$ cat config.mk
export PLATFORM = sky130hd
export DESIGN_NAME = pt_walker
export DESIGN_NICKNAME = d
export VERILOG_FILES = /design/src/rtl/pt_walk_pkg.sv /design/src/rtl/pt_entry_addr.sv /design/src/rtl/pt_entry_dec.sv /design/src/rtl/pt_walk_ctrl.sv /design/src/rtl/pt_walker.sv
export SDC_FILE = /design/constraint.sdc
export NUM_CORES = 1
export LEC_CHECK = 0
export BUFFER_PORTS_ARGS = -buffer_cell sky130_fd_sc_hd__buf_2
export CAP_MARGIN = 20
export CELL_PAD_IN_SITES_DETAIL_PLACEMENT = 1
export CELL_PAD_IN_SITES_GLOBAL_PLACEMENT = 2
export CORE_UTILIZATION = 29
export DETAILED_ROUTE_END_ITERATION = 7
export GPL_TIMING_DRIVEN = 0
export PLACE_DENSITY_LB_ADDON = 0.1
export REMOVE_ABC_BUFFERS = 1
export SYNTH_ARGS = -nofsm -noshare
export SYNTH_HDL_FRONTEND = slang
export SYNTH_HIERARCHICAL = 1
export SYNTH_SLANG_ARGS = --single-unit
$ cat constraint.sdc
create_clock -name clk -period 1.8 [get_ports clk]
set_clock_uncertainty 0.05 [all_clocks]
set_input_delay 0.36 -clock clk [delete_from_list [all_inputs] [get_ports clk]]
set_output_delay 0.36 -clock clk [all_outputs]
set_load 0.1 [all_outputs]
$ cat src/rtl/pt_walk_pkg.sv
package pt_walk_pkg;

  // Walk sequencer states; the order of the walk is the order of the encodings.
  typedef enum logic [2:0] {
    WS_IDLE       = 3'd0,
    WS_TOP_ISSUE  = 3'd1,
    WS_TOP_WAIT   = 3'd2,
    WS_LEAF_ISSUE = 3'd3,
    WS_LEAF_WAIT  = 3'd4,
    WS_DONE       = 3'd5,
    WS_FAULT      = 3'd6
  } walk_state_e;

  // Number of table levels walked per translation.
  localparam int unsigned NUM_LEVELS = 2;

endpackage

$ cat src/rtl/pt_entry_addr.sv
// Computes the byte address of one table entry from a table base frame and an index.
module pt_entry_addr #(
  parameter int PA_W   = 32,
  parameter int OFF_W  = 12,
  parameter int IDX_W  = 10,
  parameter int ENT_SH = 2
) (
  input  logic [PA_W-OFF_W-1:0] tbl_frame,
  input  logic [IDX_W-1:0]      idx,
  output logic [PA_W-1:0]       ent_addr
);
  localparam int PAD_W = PA_W - IDX_W;

  logic [PA_W-1:0] base_bytes;
  logic [PA_W-1:0] idx_bytes;

  always_comb begin
    base_bytes = {tbl_frame, {OFF_W{1'b0}}};
    idx_bytes  = {{PAD_W{1'b0}}, idx} << ENT_SH;
    ent_addr   = base_bytes + idx_bytes;
  end
endmodule

$ cat src/rtl/pt_entry_dec.sv
// Splits a table entry into its present flag and frame field.
module pt_entry_dec #(
  parameter int PA_W  = 32,
  parameter int OFF_W = 12
) (
  input  logic [PA_W-1:0]       entry,
  output logic                  present,
  output logic [PA_W-OFF_W-1:0] frame
);
  // The modified flag and the reserved bits play no part in a walk.
  logic unused_entry_bits;

  always_comb begin
    present           = entry[0];
    frame             = entry[PA_W-1:OFF_W];
    unused_entry_bits = ^entry[OFF_W-1:1];
  end
endmodule

$ cat src/rtl/pt_walk_ctrl.sv
// Walk sequencer: one request at a time, with an early exit on an absent entry.
module pt_walk_ctrl
  import pt_walk_pkg::*;
(
  input  logic        clk,
  input  logic        rst_n,
  input  logic        req_fire,
  input  logic        rd_valid,
  input  logic        entry_present,
  input  logic        rsp_fire,
  output walk_state_e state
);
  walk_state_e state_nx;

  always_comb begin
    state_nx = state;
    unique case (state)
      WS_IDLE:       if (req_fire) state_nx = WS_TOP_ISSUE;
      WS_TOP_ISSUE:  state_nx = WS_TOP_WAIT;
      WS_TOP_WAIT:   if (rd_valid) state_nx = entry_present ? WS_LEAF_ISSUE : WS_FAULT;
      WS_LEAF_ISSUE: state_nx = WS_LEAF_WAIT;
      WS_LEAF_WAIT:  if (rd_valid) state_nx = entry_present ? WS_DONE : WS_FAULT;
      WS_DONE,
      WS_FAULT:      if (rsp_fire) state_nx = WS_IDLE;
      default:       state_nx = WS_IDLE;
    endcase
  end

  always_ff @(posedge clk or negedge rst_n) begin
    if (!rst_n) state <= WS_IDLE;
    else        state <= state_nx;
  end
endmodule

$ cat src/rtl/pt_walker.sv
// Two-level page table walker: top-level read, then leaf read, then frame joined with offset.
module pt_walker
  import pt_walk_pkg::*;
#(
  parameter int VA_W  = 32,
  parameter int PA_W  = 32,
  parameter int OFF_W = 12,
  parameter int IDX_W = 10
) (
  input  logic            clk,
  input  logic            rst_n,
  input  logic            req_valid,
  output logic            req_ready,
  input  logic [VA_W-1:0] req_vaddr,
  input  logic [PA_W-1:0] req_root,
  output logic            rsp_valid,
  input  logic            rsp_ready,
  output logic [PA_W-1:0] rsp_paddr,
  output logic            rsp_fault,
  output logic            mem_rd_en,
  output logic [PA_W-1:0] mem_rd_addr,
  input  logic            mem_rd_valid,
  input  logic [PA_W-1:0] mem_rd_data
);
  localparam int FR_W   = PA_W - OFF_W;
  localparam int ENT_SH = $clog2(PA_W / 8);

  walk_state_e state;
  logic        req_fire;
  logic        rsp_fire;
  logic        ent_present;
  logic [FR_W-1:0] ent_frame;

  logic [VA_W-1:0] vaddr_q;
  logic [FR_W-1:0] tbl_q [NUM_LEVELS];
  logic [FR_W-1:0] frame_q;
  logic [IDX_W-1:0] lvl_idx  [NUM_LEVELS];
  logic [PA_W-1:0]  lvl_addr [NUM_LEVELS];
  logic unused_root_bits;

  assign req_fire         = req_valid && req_ready;
  assign rsp_fire         = rsp_valid && rsp_ready;
  assign unused_root_bits = ^req_root[OFF_W-1:0];

  pt_walk_ctrl u_ctrl (
    .clk           (clk),
    .rst_n         (rst_n),
    .req_fire      (req_fire),
    .rd_valid      (mem_rd_valid),
    .entry_present (ent_present),
    .rsp_fire      (rsp_fire),
    .state         (state)
  );

  pt_entry_dec #(.PA_W(PA_W), .OFF_W(OFF_W)) u_dec (
    .entry   (mem_rd_data),
    .present (ent_present),
    .frame   (ent_frame)
  );

  // One index slice and one entry-address adder per level; level 0 takes the highest index bits.
  for (genvar g = 0; g < NUM_LEVELS; g++) begin : g_level
    localparam int LSB = OFF_W + (NUM_LEVELS - 1 - g) * IDX_W;
    assign lvl_idx[g] = vaddr_q[LSB +: IDX_W];
    pt_entry_addr #(.PA_W(PA_W), .OFF_W(OFF_W), .IDX_W(IDX_W), .ENT_SH(ENT_SH)) u_addr (
      .tbl_frame (tbl_q[g]),
      .idx       (lvl_idx[g]),
      .ent_addr  (lvl_addr[g])
    );
  end

  always_ff @(posedge clk or negedge rst_n) begin
    if (!rst_n) begin
      vaddr_q  <= '0;
      tbl_q[0] <= '0;
      tbl_q[1] <= '0;
      frame_q  <= '0;
    end else begin
      if (req_fire) begin
        vaddr_q  <= req_vaddr;
        tbl_q[0] <= req_root[PA_W-1:OFF_W];
      end
      if (state == WS_TOP_WAIT && mem_rd_valid && ent_present)
        tbl_q[1] <= ent_frame;
      if (state == WS_LEAF_WAIT && mem_rd_valid && ent_present)
        frame_q <= ent_frame;
    end
  end

  always_comb begin
    req_ready   = (state == WS_IDLE);
    mem_rd_en   = (state == WS_TOP_ISSUE) || (state == WS_LEAF_ISSUE);
    mem_rd_addr = (state == WS_LEAF_ISSUE) ? lvl_addr[1] : lvl_addr[0];
    rsp_valid   = (state == WS_DONE) || (state == WS_FAULT);
    rsp_fault   = (state == WS_FAULT);
    rsp_paddr   = (state == WS_DONE) ? {frame_q, vaddr_q[OFF_W-1:0]} : '0;
  end
endmodule

After elaboration in Yosys (flattened, before gate mapping)

Cells that the tools add are included.

Reductions and logical operators: 11
Mux-type cells: 9
$add $sub $neg: 2
Equal/unequal tests: 10

Operators by type and width:

| cell               | number |
|---|---|
| $add 32x12->32     | 2 |
| $mux 32            | 2 |
| $pmux 3 s6         | 1 |
| $mux 3             | 5 |
| $eq 3x3->1 const B | 3 |
| $eq 3x2->1 const B | 2 |
| $logic_and 1x1->1  | 6 |
| $ne 2x2->1 const B | 3 |
| $reduce_and 4->1   | 1 |
| $eq 3x1->1 const B | 1 |
| $logic_not 3->1    | 1 |
| $logic_or 1x1->1   | 2 |
| $mux 2             | 1 |
| $ne 2x1->1 const B | 1 |
| $reduce_or 2->1    | 1 |

Output and inout port bits: 68
Register bits after elaboration: 95
Word-level logic and storage cells: 37
Input port bits: 101

Depth between registers and ports, before layout

Word-level depth: 5
Depth in mapped cells: 7
Depth with buffers taken out: 6

Hierarchy

Netlist, hierarchy kept.

Modules (own cells, without submodules):

| module        | area an instance (um^2) | times used | cells each | sequential area each (um^2) |
|---|---|---|---|---|
| pt_walker     | 4106.4                  | 1          | 276        | 2302.2 |
| pt_entry_addr | 244.0                   | 2          | 33         | 0.0 |
| pt_walk_ctrl  | 188.9                   | 1          | 20         | 75.1 |
| pt_entry_dec  | 157.7                   | 1          | 21         | 0.0 |

Worst setup path before layout

Ideal clock, no wire load.

Kind: reg2reg
Start point: register u_ctrl.state[0]
End point: register tbl_q[22] (netlist name)
Buffers on the path: 2
Period minus slack after synthesis: 2.802 ns
Required time: 1.625 ns
Setup slack: -1.002 ns
Setup time: 0.125 ns
Arrival time: 2.627 ns
Stages on the path, launching flop included: 6
Path through: dfrtp_1 > nor3_2 > and2_4 > buf_8 > buf_6 > mux2_2

Cells in the longest elaborated chain, start to end: 2

Ends and longest elaborated chain:

| what                   | line               | source |
|---|---|---|
| start, declared        | pt_walk_ctrl.sv:11 | `output walk_state_e state` |
| start signal, assigned | pt_walk_ctrl.sv:31 | `else state <= state_nx;` |
| $logic_not 3->1        | pt_walker.sv:91    | `req_ready = (state == WS_IDLE);` |
| via req_ready          | pt_walker.sv:13    | `output logic req_ready,` |
| $logic_and 1x1->1      | pt_walker.sv:41    | `assign req_fire = req_valid && req_ready;` |
| end, declared          | pt_walker.sv:35    | `logic [FR_W-1:0] tbl_q [NUM_LEVELS];` |

The timed path passes the listed nets, and every way through them passes these cells.
A chain may end at the register's enable or synchronous reset.

Worst setup path in the final report

Start point: register u_ctrl.state[2]
End point: output mem_rd_addr[24]

Cells in the longest elaborated chain, start to end: 2

Ends and longest elaborated chain:

| what          | line            | source |
|---|---|---|
| $eq 3x2->1    | pt_walker.sv:93 | `mem_rd_addr = (state == WS_LEAF_ISSUE) ? lvl_addr[1] : lvl_addr[0];` |
| $mux 32       | pt_walker.sv:93 |  |
| end, declared | pt_walker.sv:21 | `output logic [PA_W-1:0] mem_rd_addr,` |

Every way passes these cells.

==> impl_metrics.csv <==
group,metric,value,unit
place,io_buffers,143,
cells_and_area,regArea,2380,µm²
drt,antenna_left,0,
timing,finalHoldViolations,0,
global_routing,antenna_found_initial,0,
timing,finalSetupTns,-31670,ps
logic_synthesis,netlist_area,4940,µm²
cells_and_area,drive_gt1_share,76.2,%
cells_and_area,multi_input_area,2310,µm²
drt,drc,0,
global_routing,overflow,0,
logic_synthesis,yosys_warnings,6,
global_routing,grt_pass1_vias,3498,
cells_and_area,area_growth,48.8,%
worst_setup_path,reg2regPathDepth,8,
floorplanning,die_x,133,µm
drt,wirelength,14600,µm
clocking,ctsLongestPathBuffers,2,
drt,route.vias.total,3162,
min_path,hold_path.class,"input port to flop",
clocking,cts_tree,"done",
worst_setup_path,r2r_slack,-290,ps
outcome,violations,"setup timing",
drt,first_pass_iters,4,
logic_synthesis,synth_top_cell_by_area,"dfrtp_1",
clocking,clk_pin_slew,70,ps
floorplanning,rows,47,
outcome,status,"finished, violations left",
global_routing,track_usage,16.5,%
timing,clock.fmax,440,MHz
worst_setup_path,crit_path_end,"mem_rd_addr[24]",
clocking,clock-sinks,95,
logic_synthesis,seq_area_frac_synth,48.1,%
logic_synthesis,syn_avg_cell_area,12.9,µm²
drt,vias_per_cell,4.44,
timing,fin_ws,-473,ps
timing,setup_viol,141,
floorplanning,start_util,29.8,%
timing,period_minus_slack,2270,ps
timing,post-route-period-util,126,%
worst_setup_path,r2r-start,"u_ctrl/state[2]$_DFFE_PN0P_",
floorplanning,ios,169,
run,drv_cap,0,
clocking,cts_root_buf,"clkbuf_16",
cells_and_area,nets,588,
place,hpwl,7640,µm
logic_synthesis,synth_cell_types,29,
drt,wire_per_inst,20.5,µm
cells_and_area,fillCellCount,1705,
floorplanning,die_y,133,µm
worst_setup_path,cp.required,1390,ps
floorplanning,core_area,16600,µm²
cells_and_area,fin_cells,712,
worst_setup_path,crit_fanout,8,
clocking,cts-buffers-inserted,9,
logic_synthesis,synth.top_cell.area_share,48.1,%
clocking,htree_levels,3,
timing,hold_slack,193,ps
timing,slew_headroom,65.6,%
worst_setup_path,start_kind,"flop",
global_routing,grt_max_degree,64,
logic_synthesis,syn-instance-count,383,
clocking,insertion_delay,340,ps
worst_setup_path,rr_endpoint,"u_ctrl/state[0]$_DFFE_PN0P_",
worst_setup_path,cp.arrival,1860,ps
logic_synthesis,yosys-top-cells-area,"dfrtp_1, mux2_2, buf_4",
place,place_inst,651,
worst_setup_path,criticalPathCategory,"flop to output port",
timing,rsz0062_at_grt,"yes",
logic_synthesis,synth-seq-cells,95,
cells_and_area,n_antenna_cell,0,
timing,worstMarginPinSlew,518,ps
worst_setup_path,startpoint,"u_ctrl/state[2]$_DFFE_PN0P_",
timing,slew_viol_final,0,
global_routing,grt_pass1_wl,21200,µm
worst_setup_path,cp-end-kind,"output port",
drt,drt-initial-drc-count,106,
place,gp_congestion,0.706,
floorplanning,die-area,17600,µm²
## stage by stage
step | util (%) | cell area, µm² | setup slack (ps)
2_1_floorplan | - | 4180 | -1490
3_3_place_gp | 31.2 | 5170 | -1640
3_5_place_dp | 31.9 | 5290 | -794
4_1_cts | 41.6 | 6900 | -526
5_1_grt | 44.3 | 7350 | -528
6_report | 44.3 | 7350 | -473
## layout make-up
class	instances	area share, %
multi-input cells	196	31.4
clock buffers	12	3.35
repair buffers	185	28.5
clock inverters	4	0.613
well taps	220	3.74
flip-flops and latches	95	32.4
## worst min-delay path by stage
stage / from / endpoint / slack, ps / cells after the start
6_report: req_vaddr[19] / vaddr_q[19]$_DFFE_PN0P_ / 190 / 2
5_1_grt: req_root[12] / tbl_q[20]$_DFFE_PN0P_ / 180 / 2
4_1_cts: req_root[25] / tbl_q[33]$_DFFE_PN0P_ / 160 / 2
3_5_place_dp: rst_n / vaddr_q[14]$_DFFE_PN0P_ / 310 / 1
3_3_place_gp: vaddr_q[1]$_DFFE_PN0P_ / vaddr_q[1]$_DFFE_PN0P_ / 410 / 1
2_1_floorplan: rst_n / frame_q[0]$_DFFE_PN0P_ / 10 / 0
## synthesized netlist by cell type (all sizes together)
cell type / n
nor4bb: 1
nand2b: 2
or2: 1
nor2: 3
dfrtp: 95
nor3: 1
conb: 2
nand2: 2
clkbuf: 3
a211oi: 1
nand4b: 1
mux2: 124
a41oi: 1
and2: 34
o211a: 1
buf: 99
and3b: 3
nor2b: 1
nand4: 1
a31oi: 2
o31ai: 1
a21oi: 1
o21ai: 2
and2b: 1
## kinds of logic (layout without fill, tap and decap cells)
kind of cell           Yosys count  count (layout)  share of synthesized area, %
buffers and inverters          102             201                          15.6
muxes                          124             124                          28.3
other                            2               4                         0.152
and+or+nand+nor                 51              59                          6.64
AOI/OAI and AO/OA                9               9                          1.24
DFF                             95              95                          48.1
## cell usage in the layout, fill, tap and decap left out, types with 3 or more instances in the layout
cell type and instances:
dfrtp_1 92, buf_2 77, mux2_4 75, buf_12 51
mux2_2 49, and2_4 36, buf_6 33, buf_4 13
clkbuf_16 11, buf_8 5, and3b_2 4, conb_1 4
nand2_8 3, clkinv_2 3, buf_16 3
## registers in the layout, summed over array words and instances (netlist names)
name	cells
frame_q	20
u_ctrl/state	3
tbl_q	40
vaddr_q	32
## what timing repair did
action / 4_1_cts / 5_1_grt
buffers inserted: 25 / 9
cloned: 9 / 2
hold buffers: 1 / 0
setup endpoints to repair: 161 / 140
resized for setup: 268 / 97
pin swaps: 8 / 8
endpoints found under the hold margin: 32 / 0
## metal layers
| layer | wire length, µm | vias to the layer above | global-route usage, % | share of wire, % |
|---|---|---|---|---|
| met3 | 782 | 8 | 5.29 | 5.4 |
| li1 | - | 1430 | - | - |
| met2 | 7260 | 96 | 28.1 | 50 |
| met1 | 6420 | 1628 | 20.1 | 44 |
| met4 | 127 | 0 | 4.02 | 0.87 |
| met5 | 0 | - | 0 | 0 |
## worst max-delay path, cell delays in order, from the launching register on
cell	delay, ps
dfrtp_2	400
and2b_4	360
nand2_8	110
buf_16	170
mux2_2	300
buf_12	170
Power is not shown: default switching activity piles up to over one toggle a cycle in this logic, so the estimate is an artifact.
